`config.mk`:
```
export PLATFORM = sky130hd
export DESIGN_NAME = i2c_regwr_target
export DESIGN_NICKNAME = d
export VERILOG_FILES = /design/src/rtl/i2c_regwr_pkg.sv /design/src/rtl/i2c_bit_sync.sv /design/src/rtl/i2c_cond_detect.sv /design/src/rtl/i2c_regwr_fsm.sv /design/src/rtl/i2c_regwr_file.sv /design/src/rtl/i2c_regwr_target.sv
export SDC_FILE = /design/constraint.sdc
export NUM_CORES = 1
export LEC_CHECK = 0
export BUFFER_PORTS_ARGS = -buffer_cell sky130_fd_sc_hd__buf_2
export CORE_ASPECT_RATIO = 0.8
export CORE_MARGIN = 2
export CORE_UTILIZATION = 50
export DETAILED_ROUTE_END_ITERATION = 10
export GPL_TIMING_DRIVEN = 0
export PLACE_DENSITY = 0.8
export SLEW_MARGIN = 10
export SYNTH_ARGS = -nofsm -noshare
export SYNTH_HDL_FRONTEND = slang
export SYNTH_SLANG_ARGS = --single-unit
```
`constraint.sdc`:
```
create_clock -name clk -period 3 [get_ports clk]
set_clock_uncertainty 0.2 [all_clocks]
set_input_delay 0.15 -clock clk [delete_from_list [all_inputs] [get_ports clk]]
set_output_delay 0.15 -clock clk [all_outputs]
set_load 0.005 [all_outputs]
```
`src/rtl/i2c_regwr_pkg.sv`:
```
package i2c_regwr_pkg;
    localparam int BYTE_W = 8;
    localparam int CNT_W  = 4;

    typedef enum logic [2:0] {
        ST_IDLE,
        ST_ADDR,
        ST_ADDR_ACK,
        ST_REG,
        ST_REG_ACK,
        ST_DATA,
        ST_DATA_ACK,
        ST_IGNORE
    } i2c_st_e;
endpackage

```
`src/rtl/i2c_bit_sync.sv`:
```
module i2c_bit_sync #(
    parameter int   STAGES  = 2,
    parameter logic RST_VAL = 1'b1
) (
    input  logic clk,
    input  logic rst_n,
    input  logic d,
    output logic q
);
    logic [STAGES-1:0] chain;

    generate
        for (genvar i = 0; i < STAGES; i++) begin : g_stage
            if (i == 0) begin : g_first
                always_ff @(posedge clk or negedge rst_n) begin
                    if (!rst_n) chain[0] <= RST_VAL;
                    else        chain[0] <= d;
                end
            end else begin : g_next
                always_ff @(posedge clk or negedge rst_n) begin
                    if (!rst_n) chain[i] <= RST_VAL;
                    else        chain[i] <= chain[i-1];
                end
            end
        end
    endgenerate

    assign q = chain[STAGES-1];
endmodule

```
`src/rtl/i2c_cond_detect.sv`:
```
module i2c_cond_detect (
    input  logic clk,
    input  logic rst_n,
    input  logic scl_s,
    input  logic sda_s,
    output logic scl_rise,
    output logic scl_fall,
    output logic start_p,
    output logic stop_p
);
    logic scl_q;
    logic sda_q;

    always_ff @(posedge clk or negedge rst_n) begin
        if (!rst_n) begin
            scl_q <= 1'b1;
            sda_q <= 1'b1;
        end else begin
            scl_q <= scl_s;
            sda_q <= sda_s;
        end
    end

    // Bus conditions need SCL high in both the previous and the current sample
    assign scl_rise = scl_s & ~scl_q;
    assign scl_fall = ~scl_s & scl_q;
    assign start_p  = scl_s & scl_q & sda_q & ~sda_s;
    assign stop_p   = scl_s & scl_q & ~sda_q & sda_s;
endmodule

```
`src/rtl/i2c_regwr_fsm.sv`:
```
module i2c_regwr_fsm
    import i2c_regwr_pkg::*;
#(
    parameter logic [6:0] DEV_ADDR = 7'h2C
) (
    input  logic              clk,
    input  logic              rst_n,
    input  logic              hw_en,
    input  logic              sda_s,
    input  logic              scl_rise,
    input  logic              scl_fall,
    input  logic              start_p,
    input  logic              stop_p,
    output logic              sda_oe,
    output logic              wr_stb,
    output logic [BYTE_W-1:0] wr_addr,
    output logic [BYTE_W-1:0] wr_data
);
    i2c_st_e           state, nstate;
    logic [CNT_W-1:0]  bit_cnt;
    logic [BYTE_W-1:0] shreg;
    logic [BYTE_W-1:0] reg_ptr;
    logic              ack_hi;
    logic              byte_full;
    logic              in_byte;
    logic              restart;

    assign byte_full = (bit_cnt == CNT_W'(BYTE_W));
    assign in_byte   = (state == ST_ADDR) || (state == ST_REG) || (state == ST_DATA);
    assign restart   = start_p || (state != nstate);

    // State register
    always_ff @(posedge clk or negedge rst_n) begin
        if (!rst_n) state <= ST_IDLE;
        else        state <= nstate;
    end

    // Next-state logic
    always_comb begin
        nstate = state;
        if (!hw_en) begin
            nstate = ST_IDLE;
        end else if (start_p) begin
            nstate = ST_ADDR;
        end else if (stop_p) begin
            nstate = ST_IDLE;
        end else begin
            unique case (state)
                ST_IDLE:     nstate = ST_IDLE;
                ST_ADDR:     if (scl_fall && byte_full)
                                 nstate = (shreg[7:1] == DEV_ADDR && !shreg[0])
                                          ? ST_ADDR_ACK : ST_IGNORE;
                ST_ADDR_ACK: if (scl_fall && ack_hi) nstate = ST_REG;
                ST_REG:      if (scl_fall && byte_full) nstate = ST_REG_ACK;
                ST_REG_ACK:  if (scl_fall && ack_hi) nstate = ST_DATA;
                ST_DATA:     if (scl_fall && byte_full) nstate = ST_DATA_ACK;
                ST_DATA_ACK: if (scl_fall && ack_hi) nstate = ST_IGNORE;
                ST_IGNORE:   nstate = ST_IGNORE;
                default:     nstate = ST_IDLE;
            endcase
        end
    end

    // Shift datapath: bit counter, shift register, index latch, ack phase flag
    always_ff @(posedge clk or negedge rst_n) begin
        if (!rst_n) begin
            bit_cnt <= '0;
            shreg   <= '0;
            reg_ptr <= '0;
            ack_hi  <= 1'b0;
        end else begin
            if (state == ST_REG && nstate == ST_REG_ACK) reg_ptr <= shreg;
            if (restart) begin
                bit_cnt <= '0;
                ack_hi  <= 1'b0;
            end else begin
                if (scl_rise && in_byte && !byte_full) begin
                    bit_cnt <= bit_cnt + 1'b1;
                    shreg   <= {shreg[BYTE_W-2:0], sda_s};
                end
                if (scl_rise) ack_hi <= 1'b1;
            end
        end
    end

    // Outputs
    always_comb begin
        sda_oe  = 1'b0;
        wr_stb  = 1'b0;
        wr_addr = reg_ptr;
        wr_data = shreg;
        unique case (state)
            ST_ADDR_ACK, ST_REG_ACK, ST_DATA_ACK: sda_oe = 1'b1;
            ST_DATA: wr_stb = (nstate == ST_DATA_ACK);
            ST_IDLE, ST_ADDR, ST_REG, ST_IGNORE: sda_oe = 1'b0;
            default: sda_oe = 1'b0;
        endcase
    end
endmodule

```
`src/rtl/i2c_regwr_file.sv`:
```
module i2c_regwr_file
    import i2c_regwr_pkg::*;
#(
    parameter int NREG = 8
) (
    input  logic                   clk,
    input  logic                   rst_n,
    input  logic                   wr_stb,
    input  logic [BYTE_W-1:0]      wr_addr,
    input  logic [BYTE_W-1:0]      wr_data,
    output logic [NREG*BYTE_W-1:0] regs_flat
);
    generate
        for (genvar i = 0; i < NREG; i++) begin : g_reg
            logic [BYTE_W-1:0] val;
            always_ff @(posedge clk or negedge rst_n) begin
                if (!rst_n)
                    val <= '0;
                else if (wr_stb && wr_addr == BYTE_W'(i))
                    val <= wr_data;
            end
            assign regs_flat[i*BYTE_W +: BYTE_W] = val;
        end
    endgenerate
endmodule

```
`src/rtl/i2c_regwr_target.sv`:
```
module i2c_regwr_target
    import i2c_regwr_pkg::*;
#(
    parameter logic [6:0] DEV_ADDR    = 7'h2C,
    parameter int         NREG        = 8,
    parameter int         SYNC_STAGES = 2
) (
    input  logic                   clk,
    input  logic                   rst_n,
    input  logic                   hw_en,
    input  logic                   scl_in,
    input  logic                   sda_in,
    output logic                   sda_oe,
    output logic                   wr_stb,
    output logic [7:0]             wr_addr,
    output logic [7:0]             wr_data,
    output logic [NREG*8-1:0]      regs_flat,
    output logic                   sw_on
);
    localparam int SW_REG = 0;
    localparam int SW_BIT = 0;

    logic scl_s, sda_s;
    logic scl_rise, scl_fall, start_p, stop_p;

    i2c_bit_sync #(.STAGES(SYNC_STAGES), .RST_VAL(1'b1)) u_sync_scl (
        .clk(clk), .rst_n(rst_n), .d(scl_in), .q(scl_s)
    );

    i2c_bit_sync #(.STAGES(SYNC_STAGES), .RST_VAL(1'b1)) u_sync_sda (
        .clk(clk), .rst_n(rst_n), .d(sda_in), .q(sda_s)
    );

    i2c_cond_detect u_cond (
        .clk(clk), .rst_n(rst_n), .scl_s(scl_s), .sda_s(sda_s),
        .scl_rise(scl_rise), .scl_fall(scl_fall),
        .start_p(start_p), .stop_p(stop_p)
    );

    i2c_regwr_fsm #(.DEV_ADDR(DEV_ADDR)) u_fsm (
        .clk(clk), .rst_n(rst_n), .hw_en(hw_en), .sda_s(sda_s),
        .scl_rise(scl_rise), .scl_fall(scl_fall),
        .start_p(start_p), .stop_p(stop_p),
        .sda_oe(sda_oe), .wr_stb(wr_stb),
        .wr_addr(wr_addr), .wr_data(wr_data)
    );

    i2c_regwr_file #(.NREG(NREG)) u_file (
        .clk(clk), .rst_n(rst_n), .wr_stb(wr_stb),
        .wr_addr(wr_addr), .wr_data(wr_data), .regs_flat(regs_flat)
    );

    assign sw_on = regs_flat[SW_REG*BYTE_W + SW_BIT];
endmodule

```
==> out/metrics.cfg, run 1 <==
[synth]
yosys.area.top_type = dfrtp_1
ys_warn_count = 0
yosysSeqAreaShare_pct = 58.3
syn_inst = 279
synth_nets = 286
synthArstFlopShare_pct = 100
avgSynthCellArea_sq_um = 14.5
synth_flop_cell = dfrtp_1
yosysMostFrequentCell = dfrtp_1
synth_area_leaders = dfrtp_1, mux2_2, dfstp_2
syn_area_sq_um = 4050
synth_top_area_share_pct = 54.4
ys_types = 53
synth.ff_latch_count = 94
synth_common_cells = dfrtp_1, mux2_2, clkbuf_1, nand2_1
synth-edff-count = 0

[power_and_ir_drop]
power_frac_seq_pct = 61.1
clkPwrFrac_pct = 36.3
power.share.switching_pct = 23.3
p_comb_share_pct = 2.6
power_density_nw_per_um2 = 431
leakagePower_nw = 2.62
p_int_mw = 1.61
power.switching_mw = 0.488
vdd_drop_max_uv = 342

[clocking]
clk_latency_ns = 0.35
cts_setup_buffers = 0
cts-buffers-inserted = 9
path_clk_slew_ns = 0.09
cts_max_path_buffers = 2
tritoncts = done
cts_root_buf = clkbuf_8
htree_levels = 3
cts_num_sinks = 94

[timing]
rsz0062_at_grt = false
setup_viol = 0
worst_slew_pin_slew_ns = 0.674
hold_viol = 0
tns_ns = 0
max_freq_mhz = 378
slew_headroom_pct = 55.1
setup_ws_ns = 0.354
finalMaxSlewViolations = 0
period_minus_slack_ns = 2.65
timing.final.crit_share_pct = 88.2

[route]
vias = 2617
post-route-drc-count = 0
via_per_inst = 5.29
drt_iter0_markers = 102
wire_per_inst_microns = 17.4
wirelength_microns = 8610
first_pass_iters = 4
ant_nets = 0

[global_route]
busiest_layer = met2
grt_pass1_vias = 2643
grt_util_met1_pct = 27.8
antenna_found_initial = 0
grt_overflow = 0
grt_use_total_pct = 20.4
grt_max_degree = 54
gr-usage-met2_pct = 31.8
grtUsageMet3_pct = 8.00
grt_pass1_wl_microns = 14000

[finish]
diodes = 0
area_growth_pct = 20.0
multi_input_area_sq_um = 1560
seqCellArea_sq_um = 2360
nFillCells = 668
layout-drive-gt1-share_pct = 53.5
nets = 389

[floorplanning]
die_h_microns = 84.5
core_area_sq_um = 7910
rows = 29
initial_core_util_pct = 51.2
dieArea_sq_um = 8840
ios = 88
die_w_microns = 105

[critical_path]
start_kind = register
worstReg2RegEnd = u_file.g_reg[2].val[1]
endpoint_kind = register
criticalPathCategory = register to register
critical_path.max_fanout = 8
arrival_ns = 2.68
reg2reg_from = u_fsm.bit_cnt[0]
regToRegSetupSlack_ns = 0.35
cp.required_ns = 3.04
reg2regPathDepth = 9

[placement]
io_buffers = 87
place_ws_ns = 0.327
place_congestion = 0.837
dp_hpwl_microns = 6140

[hold_path]
hold_end = u_sync_sda.q
whs_path_depth = 0
holdCritStartpoint = u_sync_sda.chain[0]
hold_class = register to register

[status]
status = complete, no violations

[flow_run]
cap_violations = 0

==> logic make-up (layout without fill, tap and decap cells) <==
group,after synthesis,after routing,synth area share (%)
adders and majority gates,2,2,0.618
and+or+nand+nor,57,57,10.5
muxes,79,79,22.7
DFF,94,94,58.3
xor gates and xnor gates,4,4,0.866
AOI/OAI and AO/OA,20,20,3.86
buffers and inverters,23,131,3.09
==> power by group through the flow <==
stage	Combinational, mW	Sequential [mW]	Clock (mW)
6_report	0.0542	1.28	0.760
5_1_grt	0.0626	1.28	0.844
4_1_cts	0.0562	1.28	0.780
3_5_place_dp	0.0521	1.30	0
3_3_place_gp	0.0469	1.30	0
2_1_floorplan	0.0168	1.30	0
==> worst max-delay path, cell delays in order, from the launching register on <==
cell and delay [ns]:
dfrtp_1 0.41, inv_1 0.10, ha_1 0.17, and3b_1 0.18, buf_4 0.14, o2111ai_4 0.24
nor4_1 0.32, nor2b_1 0.18, buf_2 0.23, mux2_2 0.35
==> state kept, by name, summed over array words and instances, names as in the netlist, 3 cells and up <==
name / flops
u_file.g.val: 64
u_fsm.wr_addr: 8
u_fsm.wr_data: 8
u_fsm.bit_cnt: 4
u_fsm.state: 3
==> area by class of cell <==
class	instances	share of cell area, %
Multi-Input combinational cell	162	32.2
Buffer	18	2.19
Tap cell	108	2.78
Sequential cell	94	48.6
Inverter	5	0.386
Clock buffer	11	2.70
Clock inverter	5	0.927
Timing Repair Buffer	92	10.3
==> per-stage QoR <==
stage / hold slack, ns / utilization, % / cell area [sq um] / cells / total power [mW]
after floorplan: -0.346 / - / 4050 / 279 / 1.32
after global placement: 0.0577 / 58.4 / 4620 / 474 / 1.35
after detailed placement: 0.0339 / 58.7 / 4640 / 475 / 1.36
after CTS: 0.161 / 61.4 / 4860 / 495 / 2.12
after global routing: 0.165 / 61.4 / 4860 / 495 / 2.19
final: 0.161 / 61.4 / 4860 / 495 / 2.09
==> how the worst max path moves through the flow <==
| stage | endpoint | slack (ns) | cells after the start | from |
|---|---|---|---|---|
| 2_1_floorplan | u_file.g_reg[5].val[0] | 0.57 | 9 | u_fsm.bit_cnt[0] |
| 3_3_place_gp | u_file.g_reg[2].val[3] | 0.41 | 9 | u_fsm.bit_cnt[0] |
| 3_5_place_dp | u_file.g_reg[2].val[5] | 0.33 | 9 | u_fsm.bit_cnt[0] |
| 4_1_cts | u_file.g_reg[2].val[1] | 0.30 | 9 | u_fsm.bit_cnt[0] |
| 5_1_grt | u_file.g_reg[2].val[3] | 0.13 | 9 | u_fsm.bit_cnt[0] |
| 6_report | u_file.g_reg[2].val[1] | 0.35 | 9 | u_fsm.bit_cnt[0] |
==> metal layers <==
metal | wire length [microns] | vias to the layer above
li1 | - | 1211
met1 | 3880 | 1319
met2 | 4030 | 82
met3 | 641 | 5
met4 | 57 | 0
met5 | 0 | -
==> what timing repair did <==
item	4_1_cts	5_1_grt
hold buffers	4	0
hold endpoints to repair	51	0
gates resized for setup	0	0
==> placed cells by master, fill, tap and decap left out, types with 2 or more instances in the layout <==
master	Yosys	final
nor4bb_1	2	2
nand2_1	9	9
mux2_4	8	8
clkinv_4	0	3
dfrtp_1	88	88
dfstp_2	6	6
buf_4	5	6
clkbuf_8	0	9
dlygate4sd3_1	0	4
nor3_1	4	4
nand3b_1	3	3
nor2_1	8	8
o21ai_0	4	4
a21boi_0	2	2
and3b_1	4	4
o22ai_1	2	2
nor4_1	2	2
clkbuf_1	9	11
xnor2_1	3	3
buf_12	1	2
buf_2	3	89
and4b_1	5	5
nor2b_1	3	3
inv_1	5	5
ha_1	2	2
mux2_2	71	71
Note: power is estimated with default switching activity, not from simulation.
==> run 2, diff against run 1 <==
--- a/config.mk
+++ b/config.mk
@@ -6,8 +6,7 @@
 export NUM_CORES = 1
 export LEC_CHECK = 0
 export BUFFER_PORTS_ARGS = -buffer_cell sky130_fd_sc_hd__buf_2
-export CORE_ASPECT_RATIO = 0.8
-export CORE_MARGIN = 2
+export CORE_MARGIN = 10
 export CORE_UTILIZATION = 50
 export DETAILED_ROUTE_END_ITERATION = 10
 export GPL_TIMING_DRIVEN = 0
==> out/metrics.cfg, run 2 (synthesis results as in run 1) <==
[timing]
setup_viol = 0
tns_ns = 0
worst_slew_pin_slew_ns = 0.643
finalMaxSlewViolations = 0
slew_headroom_pct = 56.9
timing.final.crit_share_pct = 87.9
period_minus_slack_ns = 2.64
max_freq_mhz = 379
hold_viol = 0
holdWs_ns = 0.129
rsz0062_at_grt = false

[power_and_ir_drop]
vdd_drop_max_uv = 341
fin_total_pwr_mw = 2.22
leakagePower_nw = 2.65
power_density_nw_per_um2 = 454

[critical_path]
start_kind = register
worst_path_largest_cell_delay_ns = 0.40
worstReg2RegEnd = u_file.g_reg[2].val[5]
path_delay_family = simple AND/OR/NAND/NOR gates
cp.required_ns = 3.05
critical_path_depth = 9
reg2regPathDepth = 9
path_buf_inv = 3
arrival_ns = 2.69
reg2reg_from = u_fsm.bit_cnt[0]
crit_chain = inv_1 -> ha_1 -> and3b_1 -> buf_4 -> o2111ai_4 -> nor4_1 -> nor2b_1 -> buf_2 -> mux2_2
criticalPathCategory = register to register
critical_path.max_fanout = 8
regToRegSetupSlack_ns = 0.36
endpoint_kind = register
cpMaxStageDelayCell = dfrtp_1

[route]
vias = 2538
ant_nets = 0
wire_per_inst_microns = 18.7
wirelength_microns = 9140
first_pass_iters = 4
via_per_inst = 5.19
post-route-drc-count = 0
drt_iter0_markers = 46

[status]
status = complete, no violations

[clocking]
cts_max_path_buffers = 2
postCtsHoldBufs = 4
cts_root_buf = clkbuf_8
clk_latency_ns = 0.36
path_clk_slew_ns = 0.09
tritoncts = done
cts_resized = 0
cts_setup_buffers = 0
cts_num_sinks = 94
cts-buffers-inserted = 9
htree_levels = 3

[floorplanning]
die_w_microns = 110
rows = 32
ios = 88
initial_core_util_pct = 51.8
core_area_sq_um = 7810
dieArea_sq_um = 12100
die_h_microns = 110

[placement]
dp_hpwl_microns = 6630
place_congestion = 0.905
io_buffers = 87
post_dp_cell_area_sq_um = 4640

[global_route]
grt_pass1_wl_microns = 14100
grt_max_degree = 52
grt_use_total_pct = 15.2
antenna_found_initial = 0
grt_overflow = 0
grt_pass1_vias = 2672

[finish]
diodes = 0
layout-drive-gt1-share_pct = 54.0
mostFrequentLayoutCell = buf_2
layout_common_cells = buf_2, dfrtp_1, mux2_2
fin_area_sq_um = 4890
top_register = u_file.g.val
area_growth_pct = 20.9
largest_reg_flops = 64
nets = 389

[flow_run]
cap_violations = 0

[hold_path]
hold_class = input pin to async pin

## run 2: cell types whose count changed in the layout (fill, tap and decap cells not counted)
cell        before  now
clkbuf_1        11    9
buf_12           2    1
buf_16           0    1
bufinv_16        0    1
clkbuf_8         9   10
clkinvlp_4       1    0
inv_6            0    1
## run 2: worst max path at each step
stage / start / endpoint / slack, ns
2_1_floorplan: u_fsm.bit_cnt[0] / u_file.g_reg[5].val[0] / 0.57
3_3_place_gp: u_fsm.bit_cnt[0] / u_file.g_reg[2].val[2] / 0.45
3_5_place_dp: u_fsm.bit_cnt[0] / u_file.g_reg[2].val[7] / 0.40
4_1_cts: u_fsm.bit_cnt[0] / u_file.g_reg[2].val[5] / 0.37
5_1_grt: u_fsm.bit_cnt[0] / u_file.g_reg[2].val[5] / 0.25
6_report: u_fsm.bit_cnt[0] / u_file.g_reg[2].val[5] / 0.36
## run 2: metrics by stage
| stage | setup slack [ns] | utilization (%) | cells |
|---|---|---|---|
| final | 0.362 | 62.7 | 489 |
| after global routing | 0.250 | 62.7 | 489 |
| after CTS | 0.371 | 62.7 | 489 |
| after detailed placement | 0.396 | 59.4 | 469 |
| after global placement | 0.449 | 59.1 | 468 |
| after floorplan | 0.570 | - | 279 |
## run 2: area by class of cell
cell class | instances | area [sq um]
fill | 608 | 2910
buffer | 18 | 106
clock buffer | 10 | 138
inverter | 5 | 18.8
tap | 102 | 128
clock inverter | 6 | 76.3
sequential | 94 | 2360
multi-input combinational | 162 | 1560
timing repair buffer | 92 | 505
## run 2: power by group
part | leakage [nW] | internal, mW | switching [mW]
registers | 1.28 | 1.28 | 0.00376
logic | 1.25 | 0.0187 | 0.0368
clock network | 0.109 | 0.421 | 0.467
## run 2: layer usage
metal  vias up  global-route usage (%)  part of all wire [%]
li1       1201                       -                     -
met1      1262                    19.0                    43
met2        62                    24.0                    49
met3        13                    4.35                   6.7
met4         0                    6.69                   1.8
met5         -                       0                     0
## run 2: worst register-to-register path, stage by stage, from the launching register on
cell,delay (ns)
dfrtp_1,0.40
inv_1,0.10
ha_1,0.18
and3b_1,0.18
buf_4,0.15
o2111ai_4,0.24
nor4_1,0.30
nor2b_1,0.18
buf_2,0.24
mux2_2,0.36
==> run 3, diff against run 2 <==
--- a/config.mk
+++ b/config.mk
@@ -10,7 +10,8 @@
 export CORE_UTILIZATION = 50
 export DETAILED_ROUTE_END_ITERATION = 10
 export GPL_TIMING_DRIVEN = 0
-export PLACE_DENSITY = 0.8
+export PLACE_DENSITY_LB_ADDON = 0.12
+export SKIP_CTS_REPAIR_TIMING = 1
 export SLEW_MARGIN = 10
 export SYNTH_ARGS = -nofsm -noshare
 export SYNTH_HDL_FRONTEND = slang
==> out/metrics.cfg, run 3 (synthesis results as in run 1) <==
[timing]
worst_slew_pin_slew_ns = 0.682
slew_headroom_pct = 54.2
timing.final.crit_share_pct = 88.5
finalMaxSlewViolations = 0
rsz0062_at_grt = false
hold_viol = 0
period_minus_slack_ns = 2.65
tns_ns = 0
max_freq_mhz = 377
setup_viol = 0

[flow_run]
cap_violations = 0

[clocking]
tritoncts = done
clk_latency_ns = 0.34
cts_max_path_buffers = 2
htree_levels = 3
cts_root_buf = clkbuf_8
cts-buffers-inserted = 9
cts_num_sinks = 94
path_clk_slew_ns = 0.09

[floorplanning]
die_w_microns = 110
die_h_microns = 110
initial_core_util_pct = 51.8
dieArea_sq_um = 12100
core_area_sq_um = 7810
ios = 88
rows = 32

[finish]
multi_input_area_sq_um = 1560
nFillCells = 641
area_growth_pct = 21.1
mostFrequentLayoutCell = buf_2
top_register = u_file.g.val
layout_common_cells = buf_2, dfrtp_1, mux2_2
layout-drive-gt1-share_pct = 53.7
fin_util_pct = 62.8
largest_reg_flops = 64
diodes = 0
seqCellArea_sq_um = 2360
nets = 389

[global_route]
grt_max_degree = 57
antenna_found_initial = 0
grt_use_total_pct = 16.1
grt_pass1_vias = 2742
grt_overflow = 0
grt_pass1_wl_microns = 15000

[route]
wire_per_inst_microns = 19.4
wirelength_microns = 9480
drt_iter0_markers = 49
first_pass_iters = 4
post-route-drc-count = 0
vias = 2590
via_per_inst = 5.30
ant_nets = 0

[status]
status = complete, no violations

[critical_path]
endpoint_kind = register
reg2reg_from = u_fsm.bit_cnt[0]
arrival_ns = 2.69
cp.required_ns = 3.03
crit_path_start = u_fsm.bit_cnt[0]
start_kind = register
regToRegSetupSlack_ns = 0.35
critical_path.max_fanout = 8
criticalPathCategory = register to register

[power_and_ir_drop]
leakagePower_nw = 2.65
vdd_drop_max_uv = 294
power_density_nw_per_um2 = 459

[placement]
dp_hpwl_microns = 6700
io_buffers = 87
place_congestion = 0.824

[hold_path]
hold_class = input pin to async pin

-- run 3: cell count changes in the layout (fill, tap and decap cells not counted) --
cell       delta
clkbuf_8      -1
clkinv_2      +1
clkbuf_1      +1
inv_6         +1
bufinv_16     +1
inv_8         -1
clkinv_4      -2
-- run 3: metal layers --
metal | vias to the layer above | track usage [%] | wire, microns
li1 | 1205 | - | -
met1 | 1306 | 20.9 | 4160
met2 | 70 | 24.8 | 4370
met3 | 9 | 5.86 | 874
met4 | 0 | 5.02 | 80
met5 | - | 0 | 0
-- run 3: power breakdown --
group          switching [mW]  internal (mW)
Clock                   0.439          0.476
Combinational          0.0370         0.0188
Sequential            0.00376           1.28
Total                   0.480           1.77
-- run 3: area by class of cell --
type	instances	share of cell area [%]
Inverter	5	0.383
Timing Repair Buffer	92	10.3
Buffer	18	2.17
Tap cell	102	2.60
Sequential cell	94	48.2
Multi-Input combinational cell	162	31.9
Clock inverter	6	1.86
Clock buffer	10	2.60
-- run 3: critical path, cell delays in order, from the launching register on --
cell and delay, ns:
dfrtp_1 0.41, inv_1 0.10, ha_1 0.19, and3b_1 0.18, buf_4 0.14, o2111ai_4 0.23
nor4_4 0.69, mux2_2 0.40
-- run 3: path summary, 6_finish.rpt --
check	cells past startpoint	to
setup reg to reg	7	u_file.g_reg[3].val[1]
setup / recovery	7	u_file.g_reg[3].val[1]
min in group clk	0	u_sync_sda.q
max in group asynchronous	3	u_sync_scl.q
hold / removal	2	u_fsm.bit_cnt[1]
hold reg to reg	0	u_sync_sda.q
-- run 3: through the flow --
step	instances	setup slack (ns)	total power, mW	hold WS, ns	cell area [sq um]
after floorplan	279	0.570	1.32	-0.346	4050
after global placement	468	0.401	1.35	0.0552	4610
after detailed placement	469	0.358	1.36	-0.0351	4640
after CTS	485	0.319	2.28	-0.423	4860
after global routing	489	0.184	2.34	0.162	4900
final	489	0.345	2.25	0.118	4900
